### src/rtl/sentry_pkg.sv
// Package: object-type codes shared by the sentry jump unit and its helpers.
// Assumes object types are at least 3 bits wide.
package sentry_pkg;
    localparam logic [2:0] OT_UNSEALED   = 3'd0;
    localparam logic [2:0] OT_FWD_KEEP   = 3'd1;
    localparam logic [2:0] OT_FWD_OFF    = 3'd2;
    localparam logic [2:0] OT_FWD_ON     = 3'd3;
    localparam logic [2:0] OT_RET_OFF    = 3'd4;
    localparam logic [2:0] OT_RET_ON     = 3'd5;

    // Effect of a committed jump on the interrupt-enable flag
    typedef enum logic [1:0] {
        IE_KEEP  = 2'd0,
        IE_CLEAR = 2'd1,
        IE_SET   = 2'd2
    } ie_act_e;
endpackage

### src/rtl/sentry_classify.sv
// Classifies a jump target: decides whether it may be installed as the PC
// and which interrupt-enable action its object type implies.
// Assumes the object-type field is at least 3 bits wide. Purely combinational.
module sentry_classify
    import sentry_pkg::*;
#(
    parameter int PERM_W   = 8,
    parameter int OTYPE_W  = 3,
    parameter int EXEC_BIT = 3
) (
    input  logic               tag_i,
    input  logic [PERM_W-1:0]  perms_i,
    input  logic [OTYPE_W-1:0] otype_i,
    output logic               legal_o,
    output ie_act_e            act_o
);
    localparam logic [OTYPE_W-1:0] K_UNS  = OTYPE_W'(OT_UNSEALED);
    localparam logic [OTYPE_W-1:0] K_FKP  = OTYPE_W'(OT_FWD_KEEP);
    localparam logic [OTYPE_W-1:0] K_FOF  = OTYPE_W'(OT_FWD_OFF);
    localparam logic [OTYPE_W-1:0] K_FON  = OTYPE_W'(OT_FWD_ON);
    localparam logic [OTYPE_W-1:0] K_ROF  = OTYPE_W'(OT_RET_OFF);
    localparam logic [OTYPE_W-1:0] K_RON  = OTYPE_W'(OT_RET_ON);

    logic type_ok;

    // Map the object type onto an interrupt action and a type-validity flag
    always_comb begin
        type_ok = 1'b1;
        act_o   = IE_KEEP;
        case (otype_i)
            K_UNS, K_FKP: act_o = IE_KEEP;
            K_FOF, K_ROF: act_o = IE_CLEAR;
            K_FON, K_RON: act_o = IE_SET;
            default: begin
                type_ok = 1'b0;
                act_o   = IE_KEEP;
            end
        endcase
    end

    // A target is usable only if tagged, executable and of a known type
    always_comb legal_o = tag_i & perms_i[EXEC_BIT] & type_ok;
endmodule

### src/rtl/ie_update.sv
// Computes the next interrupt-enable value from a committed jump or an
// authorised direct write. Assumes the caller has already resolved
// priority, so at most one of the two fire inputs is high.
module ie_update
    import sentry_pkg::*;
(
    input  logic    ie_q_i,
    input  logic    jump_fire_i,
    input  ie_act_e act_i,
    input  logic    csr_fire_i,
    input  logic    csr_val_i,
    output logic    ie_d_o
);
    // Select the interrupt-enable source for the next cycle
    always_comb begin
        ie_d_o = ie_q_i;
        if (jump_fire_i) begin
            case (act_i)
                IE_CLEAR: ie_d_o = 1'b0;
                IE_SET:   ie_d_o = 1'b1;
                default:  ie_d_o = ie_q_i;
            endcase
        end else if (csr_fire_i) begin
            ie_d_o = csr_val_i;
        end
    end
endmodule

### src/rtl/link_seal.sv
// Builds the return capability for a linked jump: the caller's PC moved
// past the jump, sealed as a return sentry whose type records the
// caller's interrupt state. Purely combinational.
module link_seal
    import sentry_pkg::*;
#(
    parameter int ADDR_W    = 32,
    parameter int PERM_W    = 8,
    parameter int OTYPE_W   = 3,
    parameter int LINK_STEP = 4
) (
    input  logic [PERM_W-1:0]  pc_perms_i,
    input  logic [ADDR_W-1:0]  pc_addr_i,
    input  logic               ie_i,
    output logic               tag_o,
    output logic [PERM_W-1:0]  perms_o,
    output logic [OTYPE_W-1:0] otype_o,
    output logic [ADDR_W-1:0]  addr_o
);
    // Seal the return address with the type that restores the current state
    always_comb begin
        tag_o   = 1'b1;
        perms_o = pc_perms_i;
        otype_o = ie_i ? OTYPE_W'(OT_RET_ON) : OTYPE_W'(OT_RET_OFF);
        addr_o  = pc_addr_i + ADDR_W'(LINK_STEP);
    end
endmodule

### src/rtl/sentry_jump_unit.sv
// Sentry jump unit: holds the PC capability and the global interrupt-enable
// flag and commits jumps, linked jumps and direct interrupt writes.
// Assumes requests are single-cycle and that a jump outranks a direct write
// in the same cycle. All results appear one clock after the request.
module sentry_jump_unit
    import sentry_pkg::*;
#(
    parameter int          ADDR_W     = 32,
    parameter int          PERM_W     = 8,
    parameter int          OTYPE_W    = 3,
    parameter int          EXEC_BIT   = 3,
    parameter int          SYSREG_BIT = 6,
    parameter int          LINK_STEP  = 4,
    parameter int unsigned RESET_ADDR = 32'h8000_0000
) (
    input  logic               clk,
    input  logic               rst_n,
    input  logic               jmp_vld_i,
    input  logic               link_req_i,
    input  logic               tgt_tag_i,
    input  logic [PERM_W-1:0]  tgt_perms_i,
    input  logic [OTYPE_W-1:0] tgt_otype_i,
    input  logic [ADDR_W-1:0]  tgt_addr_i,
    input  logic               csr_we_i,
    input  logic               csr_ie_i,
    output logic               pc_tag_o,
    output logic [PERM_W-1:0]  pc_perms_o,
    output logic [OTYPE_W-1:0] pc_otype_o,
    output logic [ADDR_W-1:0]  pc_addr_o,
    output logic               ie_o,
    output logic               trap_o,
    output logic               link_vld_o,
    output logic               link_tag_o,
    output logic [PERM_W-1:0]  link_perms_o,
    output logic [OTYPE_W-1:0] link_otype_o,
    output logic [ADDR_W-1:0]  link_addr_o
);
    localparam logic [ADDR_W-1:0]  RST_PC  = ADDR_W'(RESET_ADDR);
    localparam logic [OTYPE_W-1:0] RET_ON  = OTYPE_W'(OT_RET_ON);
    localparam logic [OTYPE_W-1:0] RET_OFF = OTYPE_W'(OT_RET_OFF);

    logic               pc_tag_q;
    logic [PERM_W-1:0]  pc_perms_q;
    logic [OTYPE_W-1:0] pc_otype_q;
    logic [ADDR_W-1:0]  pc_addr_q;
    logic               ie_q, ie_d;
    logic               trap_q, lv_q;
    logic               l_tag_q;
    logic [PERM_W-1:0]  l_perms_q;
    logic [OTYPE_W-1:0] l_otype_q;
    logic [ADDR_W-1:0]  l_addr_q;

    logic               tgt_legal;
    ie_act_e            tgt_act;
    logic               jump_ok, jump_bad, csr_ok, csr_bad;
    logic               s_tag;
    logic [PERM_W-1:0]  s_perms;
    logic [OTYPE_W-1:0] s_otype;
    logic [ADDR_W-1:0]  s_addr;

    sentry_classify #(
        .PERM_W(PERM_W), .OTYPE_W(OTYPE_W), .EXEC_BIT(EXEC_BIT)
    ) u_cls (
        .tag_i(tgt_tag_i), .perms_i(tgt_perms_i), .otype_i(tgt_otype_i),
        .legal_o(tgt_legal), .act_o(tgt_act)
    );

    // Resolve request priority: a jump masks a direct write
    always_comb begin
        jump_ok  = jmp_vld_i & tgt_legal;
        jump_bad = jmp_vld_i & ~tgt_legal;
        csr_ok   = ~jmp_vld_i & csr_we_i & pc_perms_q[SYSREG_BIT];
        csr_bad  = ~jmp_vld_i & csr_we_i & ~pc_perms_q[SYSREG_BIT];
    end

    ie_update u_ie (
        .ie_q_i(ie_q), .jump_fire_i(jump_ok), .act_i(tgt_act),
        .csr_fire_i(csr_ok), .csr_val_i(csr_ie_i), .ie_d_o(ie_d)
    );

    link_seal #(
        .ADDR_W(ADDR_W), .PERM_W(PERM_W), .OTYPE_W(OTYPE_W), .LINK_STEP(LINK_STEP)
    ) u_link (
        .pc_perms_i(pc_perms_q), .pc_addr_i(pc_addr_q), .ie_i(ie_q),
        .tag_o(s_tag), .perms_o(s_perms), .otype_o(s_otype), .addr_o(s_addr)
    );

    // PC capability register: reset vector, or the unsealed legal target
    always_ff @(posedge clk) begin
        if (!rst_n) begin
            pc_tag_q   <= 1'b1;
            pc_perms_q <= '1;
            pc_otype_q <= '0;
            pc_addr_q  <= RST_PC;
        end else if (jump_ok) begin
            pc_tag_q   <= tgt_tag_i;
            pc_perms_q <= tgt_perms_i;
            pc_otype_q <= '0;
            pc_addr_q  <= tgt_addr_i;
        end
    end

    // Interrupt-enable flag, committed in the same edge as the PC
    always_ff @(posedge clk) begin
        if (!rst_n) ie_q <= 1'b0;
        else        ie_q <= ie_d;
    end

    // Single-cycle trap and link-valid pulses
    always_ff @(posedge clk) begin
        if (!rst_n) begin
            trap_q <= 1'b0;
            lv_q   <= 1'b0;
        end else begin
            trap_q <= jump_bad | csr_bad;
            lv_q   <= jump_ok & link_req_i;
        end
    end

    // Link capability register, loaded only by a legal linked jump
    always_ff @(posedge clk) begin
        if (!rst_n) begin
            l_tag_q   <= 1'b0;
            l_perms_q <= '0;
            l_otype_q <= '0;
            l_addr_q  <= '0;
        end else if (jump_ok && link_req_i) begin
            l_tag_q   <= s_tag;
            l_perms_q <= s_perms;
            l_otype_q <= s_otype;
            l_addr_q  <= s_addr;
        end
    end

    assign pc_tag_o     = pc_tag_q;
    assign pc_perms_o   = pc_perms_q;
    assign pc_otype_o   = pc_otype_q;
    assign pc_addr_o    = pc_addr_q;
    assign ie_o         = ie_q;
    assign trap_o       = trap_q;
    assign link_vld_o   = lv_q;
    assign link_tag_o   = l_tag_q;
    assign link_perms_o = l_perms_q;
    assign link_otype_o = l_otype_q;
    assign link_addr_o  = l_addr_q;


    trap_hold_chk: assert property (@(posedge clk) disable iff (!rst_n)
        trap_o |-> (pc_addr_q == $past(pc_addr_q) && ie_q == $past(ie_q)));


    trap_nolink_chk: assert property (@(posedge clk) disable iff (!rst_n)
        !(trap_o && link_vld_o));


    link_seal_chk: assert property (@(posedge clk) disable iff (!rst_n)
        link_vld_o |-> (link_otype_o == ($past(ie_q) ? RET_ON : RET_OFF)
                        && link_addr_o == $past(pc_addr_q) + ADDR_W'(LINK_STEP)));


    pc_install_chk: assert property (@(posedge clk) disable iff (!rst_n)
        ($past(jmp_vld_i) && !trap_o) |-> pc_addr_o == $past(tgt_addr_i));


    ret_on_chk: assert property (@(posedge clk) disable iff (!rst_n)
        $past(jmp_vld_i && tgt_tag_i && tgt_perms_i[EXEC_BIT] && tgt_otype_i == RET_ON)
        |-> ie_q);


    ie_source_chk: assert property (@(posedge clk) disable iff (!rst_n)
        (ie_q != $past(ie_q)) |-> $past(jmp_vld_i || (csr_we_i && pc_perms_q[SYSREG_BIT])));
endmodule

### config.mk
export PLATFORM = sky130hd
export DESIGN_NAME = sentry_jump_unit
export DESIGN_NICKNAME = d
export VERILOG_FILES = /design/src/rtl/sentry_pkg.sv /design/src/rtl/sentry_classify.sv /design/src/rtl/ie_update.sv /design/src/rtl/link_seal.sv /design/src/rtl/sentry_jump_unit.sv
export SDC_FILE = /design/constraint.sdc
export NUM_CORES = 1
export LEC_CHECK = 0
export CORE_MARGIN = 10
export CORE_UTILIZATION = 40
export DETAILED_ROUTE_END_ITERATION = 7
export HOLD_SLACK_MARGIN = 0.05
export PLACE_DENSITY = 0.73
export RECOVER_POWER = 100
export SLEW_MARGIN = 20
export SYNTH_ARGS = -nofsm -noshare
export SYNTH_HDL_FRONTEND = slang
export SYNTH_HIERARCHICAL = 1
export SYNTH_SLANG_ARGS = --single-unit
### constraint.sdc
create_clock -name clk -period 2 [get_ports clk]
set_clock_uncertainty 0.05 [all_clocks]
set_input_delay 0.6 -clock clk [delete_from_list [all_inputs] [get_ports clk]]
set_output_delay 0.6 -clock clk [all_outputs]
set_load 0.02 [all_outputs]
==> key figures, run 1 <==
Status
  – Status: complete, no violations

Setup path
  – CP max stage delay: 0.63 ns
  – Max FO, Critical Path: 1
  – Worst Path Arrival: 1.31 ns
  – RR Endpoint: link_addr_o[15]
  – Critical Path RT: 1.35 ns
  – R2R setup slack: 0.17 ns
  – Top delay family on crit path: buffers and inverters
  – CP Capture Type: primary output
  – Worst path cell trace: clkdlybuf4s50_1
  – Worst setup SP type: flop
  – Origin of the critical flop-to-flop path: pc_addr_o[5]
  – Worst path buffer plus inverter count: 1
  – WS Path Type: flop to primary output
  – Worst R2R Path Depth: 6
  – Slowest CP cell: clkdlybuf4s50_1

Global route
  – Remaining Overflow, GRT: 0
  – First-pass GRT wire length: 19,400 um
  – Largest net degree at the start of global routing: 79
  – Total GRT Usage: 14.8%
  – Vias in the first global route: 3,761
  – Antenna violations before repair: 3

Logic synthesis
  – Post-synth EDFFs: 0
  – Cell count after synthesis: 501
  – YS warnings: 6
  – Most frequent cell after synthesis: nand2_1
  – Synth top area share: 39.5%
  – Largest area contributor in the netlist: dfxtp_1
  – Mapped cell area: 4460 um^2
  – Predominant post-synthesis flop cell: dfxtp_1
  – Seq cells post-synth: 88
  – Seq/Total Area, Yosys: 39.5%
  – Unique cell type count in the Yosys netlist: 38
  – Top cells by count, synth: nand2_1 (99), dfxtp_1 (88), mux2i_1 (44)
  – Syn Area/Cell: 8.89 um^2
  – Share of flip-flops with an asynchronous set or reset: 0%
  – Top cells by area, synth: dfxtp_1 (40%), mux2i_1 (9.9%), nand2_1 (8.3%), o21a_1 (5.4%), and3_1 (4.6%)

Clock network
  – CTS sink count: 88
  – CTS HTree Levels: 3
  – CTS tree: done
  – CTS max path bufs: 2
  – Worst skew pair latency: 0.37 ns
  – # hold bufs at CTS: 0
  – Total CTS buffers: 9
  – Clk root buf: clkbuf_8
  – Clock transition at path regs: 0.09 ns

Die
  – Die area: 15,800 um^2
  – Die Height: 126 um
  – Row cnt: 38
  – I/O Pins: 141
  – Core Area: 10,900 um^2
  – Die width: 126 um
  – Initial Util: 40.9%

Timing
  – Final worst path period share: 98.2%
  – Fmax: 509 MHz
  – TNS Setup: 0 ns
  – Final-report hold violation count: 0
  – Setup violations, final: 0
  – Min cycle time layout: 1.96 ns
  – Max Slew Vio Count: 0

Cells and area
  – Share of layout cells above drive strength 1: 9.97%
  – Final #Nets: 679
  – Layout area overhead: 34.3%
  – Final core utilization: 55.0%

Power
  – Static leakage: 0.00261 uW
  – Peak supply drop: 379 uV
  – PwrDens: 628 nW/um^2

Drt
  – Vias per cell: 4.92
  – WL/cell: 15.9 um
  – Drc violations: 0
  – First drt pass iteration count: 4
  – DRT Wirelength: 12,300 um
  – DR iter-0 viols: 140
  – Vias: 3,803
  – Post-route ant nets: 0

Place
  – Port Buffers: 137
  – Gp weighted congestion: 0.787
  – Detail Placement HPWL: 9060 um

Hold path
  – Hold path endpoint: link_addr_o[1]
  – HP Class: flop to flop
  – Hold Path Depth: 2
  – Hold_sp: link_addr_o[1]

Job
  – Max Cap Violations: 0
[registers in the layout, indices dropped and copies added (netlist names)]
signal        count
link_otype_o      3
pc_perms_o        8
pc_addr_o        32
link_addr_o      32
trap_o            1
link_perms_o      8
link_tag_o        1
pc_tag_o          1
ie_o              1
link_vld_o        1
[how the worst max path moves through the flow]
stage,cells past startpoint,to,slack (ns),start
final,1,trap_o,0.04,trap_o
after global routing,7,link_addr_o[21],-0.02,pc_addr_o[5]
after CTS,1,link_addr_o[23],0.001,link_addr_o[23]
after detailed placement,9,ie_o,-0.36,tgt_otype_i[2]
after global placement,9,ie_o,-0.32,tgt_otype_i[2]
after floorplan,9,ie_o,0.01,tgt_tag_i
[kinds of logic after synthesis]
kind of cell,count (synthesis),synth area share [%]
AOI/OAI and AO/OA,76,12.7
xor gates and xnor gates,29,5.70
adders and majority gates,2,0.562
buffers and inverters,68,9.97
DFF,88,39.5
muxes,44,9.88
other,3,0.253
and+or+nand+nor,191,21.4
[where the power goes]
group,switching (uW),internal [uW]
Combinational,235,222
Sequential,34.6,1790
Clock,649,826
[layout by cell type, fill, tap and decap left out, drive strengths merged, types with 2 or more instances in the layout]
cell type	Yosys	routed
xor2	7	7
clkdlybuf4s50	0	52
bufinv	0	3
nand4	10	10
a21boi	31	31
clkinv	0	2
xnor2	22	22
buf	45	29
nor2b	2	2
nor3	3	3
o21a	32	32
nand3	21	21
or2	2	2
dfxtp	88	88
clkbuf	9	29
nand2	99	99
ha	2	2
and3	34	34
mux2i	44	44
inv	14	14
nor3b	2	2
and2	4	4
and4	2	2
conb	3	6
dlygate4sd2	0	64
nor4	2	2
o211ai	10	10
nor2	8	8
dlymetal6s2s	0	2
[what timing repair did]
item,in CTS,in global routing
resized for setup,64,28
buffers inserted,0,1
gates cloned,0,0
endpoints found under the setup margin,64,31
pin swaps,0,3
[per-layer routing]
metal,share of wire (%),GRT usage (%),up-vias
li1,-,-,1919
met1,45,17.4,1764
met2,45,22.7,96
met3,7.5,6.55,20
met4,2.0,6.64,4
met5,0.25,0,-
[metrics by stage]
stage | setup WS (ns) | hold slack [ns] | std cells | power, uW | cell area, um^2
finish | 0.0362 | 0.409 | 773 | 3760 | 5980
global route | -0.0157 | 0.424 | 773 | 3910 | 5980
CTS | 0.00146 | 0.413 | 771 | 3810 | 6070
detailed placement | -0.363 | 0.396 | 755 | 2350 | 5910
global placement | -0.325 | 0.392 | 755 | 2340 | 5910
floorplan | 0.0109 | 0.482 | 504 | 2140 | 4470
[cell type report]
type | instances | area (um^2)
antenna | 1 | 2.50
clock buffer | 10 | 128
clock inverter | 6 | 108
fill | 1030 | 4900
inverter | 14 | 52.6
multi-input combinational | 348 | 2300
sequential | 88 | 1770
tap | 140 | 175
timing repair buffer | 166 | 1450
Power figures use the tool's default switching activity.
==> run 2: changes to the inputs <==
--- a/config.mk
+++ b/config.mk
@@ -6,10 +6,10 @@
 export NUM_CORES = 1
 export LEC_CHECK = 0
 export CORE_MARGIN = 10
-export CORE_UTILIZATION = 40
+export CORE_UTILIZATION = 38
 export DETAILED_ROUTE_END_ITERATION = 7
 export HOLD_SLACK_MARGIN = 0.05
-export PLACE_DENSITY = 0.73
+export PLACE_DENSITY = 0.7
 export RECOVER_POWER = 100
 export SLEW_MARGIN = 20
 export SYNTH_ARGS = -nofsm -noshare
==> run 2 against run 1 <==
Effect of this change: power up 9.2%; cell count down 0.39%; register-to-register slack about the same; first-iteration DRC count up 54%; worst hold slack worse by 0.0020 ns; flip-flop and latch count unchanged; clock-buffer cell count up 1; critical path depth unchanged; die area up 4.4%; sequential power about the same.
==> key figures, run 2 (synthesis results as in run 1) <==
Power
  – Peak supply drop: 477 uV
  – PwrDens: 675 nW/um^2
  – Tot Pwr: 4100 uW
  – Static leakage: 0.00248 uW
  – Int Pwr: 3140 uW
  – Switching Power: 959 uW
  – Clock network fraction of design power: 44.4%
  – Combinational group share of total power: 11.0%
  – Flop pwr share: 44.6%
  – Sw frac: 23.4%

Die
  – I/O Pins: 141
  – Row cnt: 39
  – Die width: 128 um
  – Die Height: 128 um
  – Core Area: 11,500 um^2
  – Die area: 16,500 um^2
  – Initial Util: 38.9%

Global route
  – Total GRT Usage: 14.7%
  – Vias in the first global route: 3,798
  – Remaining Overflow, GRT: 0
  – First-pass GRT wire length: 19,700 um
  – Largest net degree at the start of global routing: 60
  – Antenna violations before repair: 0

Setup path
  – Worst path buffer plus inverter count: 1
  – CP max stage delay: 0.62 ns
  – Origin of the critical flop-to-flop path: pc_addr_o[3]
  – Worst path cell trace: clkdlybuf4s50_1
  – WS Path Type: flop to primary output
  – Worst Path Arrival: 1.32 ns
  – Worst R2R Path Depth: 8
  – Critical Path RT: 1.35 ns
  – Max FO, Critical Path: 3
  – Slowest CP cell: clkdlybuf4s50_1
  – CP Capture Type: primary output
  – Top delay family on crit path: buffers and inverters
  – RR Endpoint: link_addr_o[12]
  – Worst setup SP type: flop
  – R2R setup slack: 0.17 ns

Place
  – Detail Placement HPWL: 8960 um
  – Cell total after placement: 754
  – Post-placement setup slack: -0.381 ns
  – Port Buffers: 137
  – Gp weighted congestion: 0.764

Drt
  – DRT Wirelength: 12,200 um
  – DR iter-0 viols: 215
  – Post-route ant nets: 0
  – Vias: 3,739
  – First drt pass iteration count: 4
  – WL/cell: 15.8 um
  – Drc violations: 0
  – Vias per cell: 4.86

Timing
  – Fmax: 509 MHz
  – Slew @ Worst Pin: 0.501 ns
  – Setup violations, final: 0
  – Final worst path period share: 98.3%
  – Worst setup margin: 0.0347 ns
  – Slew HR: 66.6%
  – Min cycle time layout: 1.97 ns
  – RSZ-0062 raised after global routing: no
  – Final-report hold violation count: 0
  – Max Slew Vio Count: 0

Clock network
  – Clk root buf: clkbuf_16
  – CTS max path bufs: 2
  – Worst skew pair latency: 0.34 ns
  – Clock transition at path regs: 0.06 ns
  – CTS sink count: 88
  – Total CTS buffers: 9
  – CTS tree: done
  – CTS HTree Levels: 3
  – # hold bufs at CTS: 0

Hold path
  – Hold path endpoint: link_perms_o[5]
  – Hold_sp: link_perms_o[5]
  – HP Class: flop to flop
  – Hold Path Depth: 2

Cells and area
  – Share of layout cells above drive strength 1: 8.61%
  – Most common cell after layout, fill and taps aside: nand2_1
  – Layout area overhead: 36.3%
  – Most frequent cells in the layout: nand2_1 (98), clkdlybuf4s50_1 (92), dfxtp_1 (86)
  – Finished Layout Cells: 770
  – Final #Nets: 674
  – Number of diodes: 0

Status
  – Status: complete, no violations

Job
  – Max Cap Violations: 0
==> run 2: layout make-up <==
type / count / area [um^2]
clock buffers: 11 / 243
flip-flops and latches: 88 / 1760
clock inverters: 5 / 78.8
fillers: 1075 / 5400
well taps: 143 / 179
repair buffers: 161 / 1470
inverters: 14 / 52.6
multi-input cells: 348 / 2280
==> run 2: how the worst max path moves through the flow <==
stage / from / endpoint / slack [ns] / cells after the start
after floorplan: tgt_tag_i / ie_o / 0.01 / 9
after global placement: tgt_otype_i[2] / ie_o / -0.33 / 9
after detailed placement: tgt_otype_i[1] / ie_o / -0.38 / 9
after CTS: pc_perms_o[0] / pc_perms_o[0] / 0.00003 / 1
after global routing: link_otype_o[1] / link_otype_o[1] / 0.00005 / 1
final: pc_perms_o[5] / pc_perms_o[5] / 0.03 / 1
==> run 2: power by group through the flow <==
stage / clock network [uW] / registers (uW) / logic [uW]
3_5_place_dp: 0 / 1870 / 484
4_1_cts: 1880 / 1830 / 472
3_3_place_gp: 0 / 1870 / 480
6_report: 1820 / 1830 / 452
2_1_floorplan: 0 / 1910 / 222
5_1_grt: 1950 / 1840 / 491
==> run 2: worst reg2reg max path, cell delays in order (launching register included) <==
cell and delay (ns):
dfxtp_1 0.39, ha_1 0.21, nand3_1 0.19, clkbuf_2 0.21, nor2_1 0.15, and4_2 0.25
xor2_1 0.14, nand2_1 0.06, mux2i_1 0.12
==> run 2: what timing repair did <==
item,in CTS,in global routing
setup endpoints to repair,31,26
pin swaps,2,0
buffers inserted,0,0
resized for setup,32,18
==> run 2: routing by layer <==
layer / part of all wire, % / wire length (um) / global-route usage [%]
met1: 44 / 5370 / 18.0
met3: 7.8 / 952 / 4.88
met2: 47 / 5740 / 23.2
met5: 0 / 0 / 0
met4: 0.94 / 114 / 5.50
==> run 2: through the flow <==
| step | setup TNS (ns) | area, um^2 | utilization (%) | hold WS [ns] |
|---|---|---|---|---|
| after CTS | 0 | 6170 | 53.8 | 0.408 |
| after floorplan | 0 | 4470 | - | 0.482 |
| after global placement | -14.63 | 5880 | 51.3 | 0.393 |
| final | 0 | 6070 | 53.0 | 0.407 |
| after global routing | 0 | 6070 | 53.0 | 0.427 |
| after detailed placement | -17.33 | 5880 | 51.3 | 0.395 |
